**config.mk**
```make
export PLATFORM = sky130hd
export DESIGN_NAME = strided_dma_reader
export DESIGN_NICKNAME = d
export VERILOG_FILES = /design/src/rtl/strided_dma_reader.sv
export SDC_FILE = /design/constraint.sdc
export NUM_CORES = 1
export LEC_CHECK = 0
export BUFFER_PORTS_ARGS = -buffer_cell sky130_fd_sc_hd__buf_4
export CAP_MARGIN = 20
export CORE_ASPECT_RATIO = 0.75
export CORE_MARGIN = 1
export CORE_UTILIZATION = 60
export CTS_CLUSTER_DIAMETER = 120
export CTS_CLUSTER_SIZE = 8
export DETAILED_ROUTE_END_ITERATION = 8
export PLACE_DENSITY_LB_ADDON = 0.15
export SLEW_MARGIN = 20
export SYNTH_ARGS = -nofsm -noshare
export SYNTH_HDL_FRONTEND = slang
export SYNTH_SLANG_ARGS = --single-unit
```
**constraint.sdc**
```tcl
create_clock -name clk -period 10.5 [get_ports clk]
set_input_delay 0.525 -clock clk [delete_from_list [all_inputs] [get_ports clk]]
set_output_delay 0.525 -clock clk [all_outputs]
set_load 0.02 [all_outputs]
```
**src/rtl/strided_dma_reader.sv**
```systemverilog
module strided_dma_reader #(
  parameter int AW        = 32,
  parameter int CW        = 16,
  parameter int PQ_DEPTH  = 8,
  parameter int BUF_SLOTS = 16,
  localparam int SW = $clog2(BUF_SLOTS),
  localparam int PW = $clog2(PQ_DEPTH)
) (
  input  logic          clk,
  input  logic          rst_n,
  input  logic          start,
  input  logic [AW-1:0] base_addr,
  input  logic [CW-1:0] word_count,
  input  logic          strided,
  input  logic          dbl,
  input  logic [AW-1:0] stride,
  output logic          busy,
  output logic          done,
  output logic          err,
  output logic          mem_req,
  output logic [AW-1:0] mem_addr,
  input  logic          mem_gnt,
  input  logic          mem_rvalid,
  input  logic [31:0]   mem_rdata,
  output logic          buf_we,
  output logic [SW-1:0] buf_sel,
  output logic [31:0]   buf_data,
  input  logic          buf_free
);

  logic          busy_q, done_q, err_q;
  logic [AW-1:0] addr_q, stride_q;
  logic          strided_q, dbl_q, half_q;
  logic [CW-1:0] to_issue_q, to_recv_q;
  logic [SW-1:0] pq_mem [PQ_DEPTH];
  logic [PW-1:0] pq_wp, pq_rp;
  logic [PW:0]   pq_cnt;
  logic [SW:0]   credits;
  logic [SW-1:0] alloc_q;

  logic          bad, accept, issue, pop, free_ok;
  logic [AW-1:0] step;

  assign bad = (base_addr[1:0] != 2'b00) || (word_count == '0) ||
               (strided && stride[1:0] != 2'b00) ||
               (strided && dbl && word_count[0]);
  assign accept = start && !busy_q;

  assign mem_req  = busy_q && (to_issue_q != '0) &&
                    (pq_cnt != (PW+1)'(PQ_DEPTH)) && (credits != '0);
  assign mem_addr = addr_q;
  assign issue    = mem_req && mem_gnt;

  assign pop      = mem_rvalid && (pq_cnt != '0);
  assign buf_we   = pop;
  assign buf_sel  = pq_mem[pq_rp];
  assign buf_data = mem_rdata;

  assign free_ok  = buf_free && (credits != (SW+1)'(BUF_SLOTS));

  always_comb begin
    if (!strided_q)          step = AW'(4);
    else if (!dbl_q)         step = stride_q;
    else if (!half_q)        step = AW'(4);
    else                     step = stride_q - AW'(4);
  end

  assign busy = busy_q;
  assign done = done_q;
  assign err  = err_q;

  always_ff @(posedge clk) begin
    if (issue) pq_mem[pq_wp] <= alloc_q;
  end

  always_ff @(posedge clk) begin
    if (!rst_n) begin
      busy_q     <= 1'b0;
      done_q     <= 1'b0;
      err_q      <= 1'b0;
      addr_q     <= '0;
      stride_q   <= '0;
      strided_q  <= 1'b0;
      dbl_q      <= 1'b0;
      half_q     <= 1'b0;
      to_issue_q <= '0;
      to_recv_q  <= '0;
      pq_wp      <= '0;
      pq_rp      <= '0;
      pq_cnt     <= '0;
      credits    <= (SW+1)'(BUF_SLOTS);
      alloc_q    <= '0;
    end else begin
      done_q <= 1'b0;
      err_q  <= 1'b0;
      if (accept) begin
        if (bad) begin
          err_q <= 1'b1;
        end else begin
          busy_q     <= 1'b1;
          addr_q     <= base_addr;
          stride_q   <= stride;
          strided_q  <= strided;
          dbl_q      <= dbl;
          half_q     <= 1'b0;
          to_issue_q <= word_count;
          to_recv_q  <= word_count;
        end
      end
      if (issue) begin
        pq_wp      <= pq_wp + 1'b1;
        alloc_q    <= alloc_q + 1'b1;
        addr_q     <= addr_q + step;
        half_q     <= (strided_q && dbl_q) ? !half_q : 1'b0;
        to_issue_q <= to_issue_q - 1'b1;
      end
      if (pop) begin
        pq_rp     <= pq_rp + 1'b1;
        to_recv_q <= to_recv_q - 1'b1;
        if (to_recv_q == CW'(1)) begin
          busy_q <= 1'b0;
          done_q <= 1'b1;
        end
      end
      pq_cnt  <= pq_cnt + (PW+1)'(issue) - (PW+1)'(pop);
      credits <= credits + (SW+1)'(free_ok) - (SW+1)'(issue);
    end
  end

endmodule


```
Yosys cells after proc, flatten, opt, wreduce, memory -nomap -nowiden
Memories as Yosys holds them, arrays and structs flattened. A register that Yosys moved wholly into a read port is not among the register bits.
Cells that the tools add are included.
- bits in registers: 121
- memory bits (writable): 32
- bits of input ports: 120
- output and inout bits: 73
- logic and storage cells: 86
- memories: 1
- $add $sub $neg: 11
- equal/unequal tests: 5
- mux-type cells: 24
- bitwise logic cells: 1
- reduce and logical (&&, ||, !) cells: 29
- memories (memory ; depth ; bits a word ; rd ports ; clocked after Yosys merged registers in ; write ports ; line ; RTL):
    pq_mem ; 8 ; 4 ; 1 ; 1 ; 1 ; 35 ; logic [SW-1:0] pq_mem [PQ_DEPTH];
- operators by type and width (cell ; number):
    two-way mux 32 bit ; 6
    two-way mux 16 bit ; 4
    adder 32 bit ; 1
    subtractor 16 x 1 -> 16 bit, second input constant ; 2
    subtractor 32 x 3 -> 32 bit, second input constant ; 1
    equality test 16 x 1 -> 1 bit, second input constant ; 1
    logical NOT 16 bit ; 1
    nonzero test 16 bit ; 1
    two-way mux 1 bit ; 12
    logical AND 1 bit ; 11
    AND reduction 2 bit ; 5
    nonzero test 2 bit ; 4
    adder 3 x 1 -> 3 bit, second input constant ; 2
    two-way mux 3 bit ; 2
    adder 5 x 1 -> 5 bit ; 1
    != test 5 bit, second input constant ; 1
    nonzero test 5 bit ; 1
    subtractor 5 x 1 -> 5 bit ; 1
    adder 4 x 1 -> 4 bit ; 1
    adder 4 x 1 -> 4 bit, second input constant ; 1
    != test 2 x 1 -> 1 bit, second input constant ; 2
    != test 4 bit, second input constant ; 1
    nonzero test 4 bit ; 1
    subtractor 4 x 1 -> 4 bit ; 1
    3 further kinds ; 6

Depth between registers and ports, before layout
- depth in word-level cells: 8
- mapped depth: 20
- gate-level depth less buffers: 18

Worst setup path before layout
Ideal clock, no wire load.
- kind: reg-to-reg
- from: register stride_q[2]
- to: register addr_q[30] (netlist: mem_addr[30])
- library setup time: 0.080 ns
- data arrival time: 3.689 ns
- required time: 10.420 ns
- path slack: 6.731 ns
- cell stages (with the launch flop): 18
- buffers on the path: 1
- period minus slack after synthesis: 3.769 ns
- cells stage by stage: dfxtp_1 inv_1 ha_1 nand4bb_1 or2_2 nor2b_1 and2_1 xnor2_1 nor2_1 ha_1 clkbuf_1 and3_1 nand4_1 a211o_1 a22oi_1 a2111oi_0 or4_1 o211ai_1
- longest elaborated chain between the ends: 6
- ends and longest elaborated chain (what ; line ; RTL):
    start: declaration ; 32 ; logic [AW-1:0] addr_q, stride_q;
    start signal: assignment ; 102 ; stride_q <= stride;
    subtractor 32 x 3 -> 32 bit ; 65 ; else step = stride_q - AW'(4);
    two-way mux 32 bit ; 64 ; else if (!half_q) step = AW'(4);
    two-way mux 32 bit (*) ; 63 ; else if (!dbl_q) step = stride_q;
    two-way mux 32 bit (*) ; 62 ; if (!strided_q) step = AW'(4);
    adder 32 bit (*) ; 113 ; addr_q <= addr_q + step;
    two-way mux 32 bit (*) ; 110 ; if (issue) begin
    end signal: assignment ; 101 ; addr_q <= base_addr;
    end signal: assignment ; 113 ;
    end: declaration ; 32 ;
Mark *: on every way between the ends. The rest lies on a longest branch, timed or not.
A chain may end at the register's enable or synchronous reset.

Final worst setup path
Same ends and word-level chain as after synthesis.

==> impl_metrics.yaml <==
synth:
  synth.net_count: 1267
  yosysSeqAreaShare: 0.3706
  async_reset_ff_frac: 0
  synthTopCellsByArea: "dfxtp_1, edfxtp_1, ha_1"
  synth_edf_count: 32
  synth_cell_types: 78
  synth.largest_area_cell: "dfxtp_1"
  syn_inst: 1094
  synth_seq_cells: 156
  synth.top_cell.area_share: 0.2672
  ys.flop_type: "dfxtp_1"
  synth_warnings: 0
  yosys-top-cells-count: "nand2_1, dfxtp_1, a21oi_1"
  avgSynthCellArea_sq_um: 8.492
  yosysMostFrequentCell: "nand2_1"
  syn_area_sq_mm: 0.009290
routing:
  ant_nets: 0
  firstDrtPassIters: 7
  drc_errors: 0
  dr_total_vias: 8368
  wl_per_cell_microns: 17.34
  avgViaCountPerCell: 6.095
  wirelength_mm: 23.80
  drt_iter0_drc: 870
die:
  die_y_microns: 109.8
  chipWidth_microns: 145.7
  die_area_sq_mm: 0.01599
  fp.coreArea_sq_mm: 0.01479
  start_util: 0.6283
  pin_count: 193
  rows: 38
setup_path:
  crit_type: "reg2reg"
  critPathArrivalTime_ns: 4.83
  r2r-start: "stride_q[2]"
  timing.rr.end: "mem_addr[30]"
  path_max_fanout: 8
  worst_path_max_delay_cell: "or4_1"
  worstPathCellList: "inv_1, ha_1, nand4bb_1, or2_2, nor2b_1, and2_1, xnor2_1, nor2_1, ha_1, and3_1, nand4_1, a211o_1, a22oi_1, a2111oi_0, or4_1, o211ai_1"
  cp_slowest_stage_delay_ns: 0.54
  crit_top_cell: "ha_1"
  startpoint_type: "flip-flop"
  required_ns: 10.86
  worst-r2r-cell-count: 16
  r2r_setup_slack_ns: 6.02
  cp-end-kind: "flip-flop"
power_and_ir_drop:
  static-leakage-power_nw: 4.246
  power.internal_mw: 1.227
  power_switching_mw: 0.5550
  powerDensity_mw_per_mm2: 167.0
  power_mw: 1.782
  combinationalPowerShare: 0.232
  peakVddDrop_uv: 173.4
  power_frac_clock: 0.364
  swShare: 0.3115
  pwr-share-seq: 0.404
sta:
  min_period_ns: 4.477
  maxSlewHeadroom: 0.3111
  setup_viol: 0
  hold_viol_final: 0
  tns_ns: 0
  finalClockSkew_ns: 0.008541
  finalCritPeriodShare: 0.4264
  drv_slew: 0
  max_freq_ghz: 0.2234
  rsz0062_at_grt: "no"
  worst_slack_ns: 6.023
  tightest_slew_ns: 1.031
clocking:
  cts_buffer_depth: 2
  cts-resized-gates: 0
  cts.sinks: 156
  cts_tree: "done"
  cts.clk_slew.worst_paths_ns: 0.07
  cts_root_buf: "clkbuf_16"
  h-tree-depth: 4
  post_cts.repair.setup_buffers: 0
  clock_latency_ns: 0.43
  postCtsHoldBufs: 0
  cts_made_buffers: 17
final_layout:
  drive_above_1_share: 0.1637
  post-route-util: 0.7214
  final_nets: 1333
  final_area_sq_mm: 0.01067
  areaGrowthSynthToFinish_pct: 14.82
  n_antenna_cell: 0
  fillers: 1184
placed_design:
  dp_slack_ns: 6.120
  port_buffers: 128
  hpwl_mm: 16.45
  placed_area_sq_mm: 0.01005
  gp_congestion: 0.9323
job:
  max_cap_viol_count: 0
global_route:
  grt_usage: 0.3063
  antenna_found_initial: 0
  grt_pass1_vias: 7553
  gr-total-overflow: 0
  grt_max_degree: 92
  grt_pass1_wl_mm: 38.50
outcome:
  status: "complete, no violations"
worst_hold_path:
  min_from: "stride[10]"
  hp-class: "in2reg"
  min_to: "stride_q[10]"
  min_path_cells: 3
[logic make-up after synthesis]
kind of cell / Yosys count / synth area share
and+or+nand+nor: 414 / 0.2160
AOI/OAI and AO/OA: 281 / 0.1942
DFF: 156 / 0.3706
buffers and inverters: 121 / 0.06626
adders and majority gates: 53 / 0.07380
xor gates and xnor gates: 50 / 0.04714
muxes: 19 / 0.03192
[layer usage]
layer  up-vias  GRT usage  routed length, microns
li1       4054          -                       -
met1      3919     0.4322                   11240
met2       357     0.4843                   10540
met3        38    0.04232                    1688
met4         0     0.1045                     335
met5         -          0                       0
[power by group through the flow]
| stage | registers, mW | logic (mW) | clock network, mW |
|---|---|---|---|
| after global routing | 0.728 | 0.464 | 0.679 |
| after global placement | 0.730 | 0.393 | 0 |
| final | 0.720 | 0.413 | 0.648 |
| after detailed placement | 0.732 | 0.406 | 0 |
| after floorplan | 0.714 | 0.326 | 0 |
| after CTS | 0.719 | 0.410 | 0.648 |
[placed cells by master, fill, tap and decap left out, types with 6 or more instances in the layout]
master     count
o21a_1         9
inv_1         35
mux2i_1        6
o211ai_1      10
o21ai_0       44
nor3_1        33
a22oi_1       16
a21o_1        13
a21oi_1      113
nor2b_1        8
edfxtp_1      32
a221oi_1       9
nand3b_1       6
a31oi_1       14
xnor2_1       28
nand4_1        8
mux4_2         8
dfxtp_1      124
buf_4        131
nand2_1      159
ha_1          50
or4_1          7
a211oi_1       8
and2_1         9
clkbuf_16     17
nand3_1       20
nor2_1       102
and3_1        10
or3_1         15
nor4_1         9
xor2_1        22
[registers in the layout, indices dropped and copies added, names as in the netlist, named ones only]
signal / cells
dbl_q: 1
half_q: 1
mem_addr: 32
strided_q: 1
to_recv_q: 16
pq_cnt: 4
pq_rp: 3
credits: 5
pq_wp: 3
stride_q: 32
done: 1
pq_mem: 32
to_issue_q: 16
err: 1
busy: 1
alloc_q: 4
[stage by stage]
stage          cells  hold WS, ns
2_1_floorplan   1094       0.4321
3_3_place_gp    1341       0.4428
3_5_place_dp    1341       0.4492
4_1_cts         1373       0.3301
5_1_grt         1373       0.3384
6_report        1373       0.3378
[cell type report]
class	count	area, sq um	area share
Clock buffer	18	429.2	0.04023
Timing Repair Buffer	131	983.4	0.09220
Tap cell	200	250.2	0.02346
Clock inverter	14	182.7	0.01713
Multi-Input combinational cell	817	5233	0.4906
Inverter	37	145.1	0.01361
Sequential cell	156	3443	0.3228
[worst max-delay path by stage]
stage,start,to,cells after the start,slack (ns)
floorplan,stride_q[2],mem_addr[30],17,6.73
global placement,stride_q[2],mem_addr[30],16,6.42
detailed placement,stride_q[2],mem_addr[30],16,6.12
CTS,stride_q[2],mem_addr[30],16,6.09
global route,stride_q[2],mem_addr[30],16,5.74
finish,stride_q[2],mem_addr[30],16,6.02
[worst max-delay path: cells and delay by family (launching register included)]
family,cells,cell delay [ns]
AND/OR/NAND/NOR,8,2.11
AO/OA/AOI/OAI,4,1.11
adder cells (fa/ha/maj),2,0.63
flip-flops,1,0.35
XOR/XNOR,1,0.14
buffers and inverters,1,0.07
No activity file was read; power rests on OpenSTA's default activity.
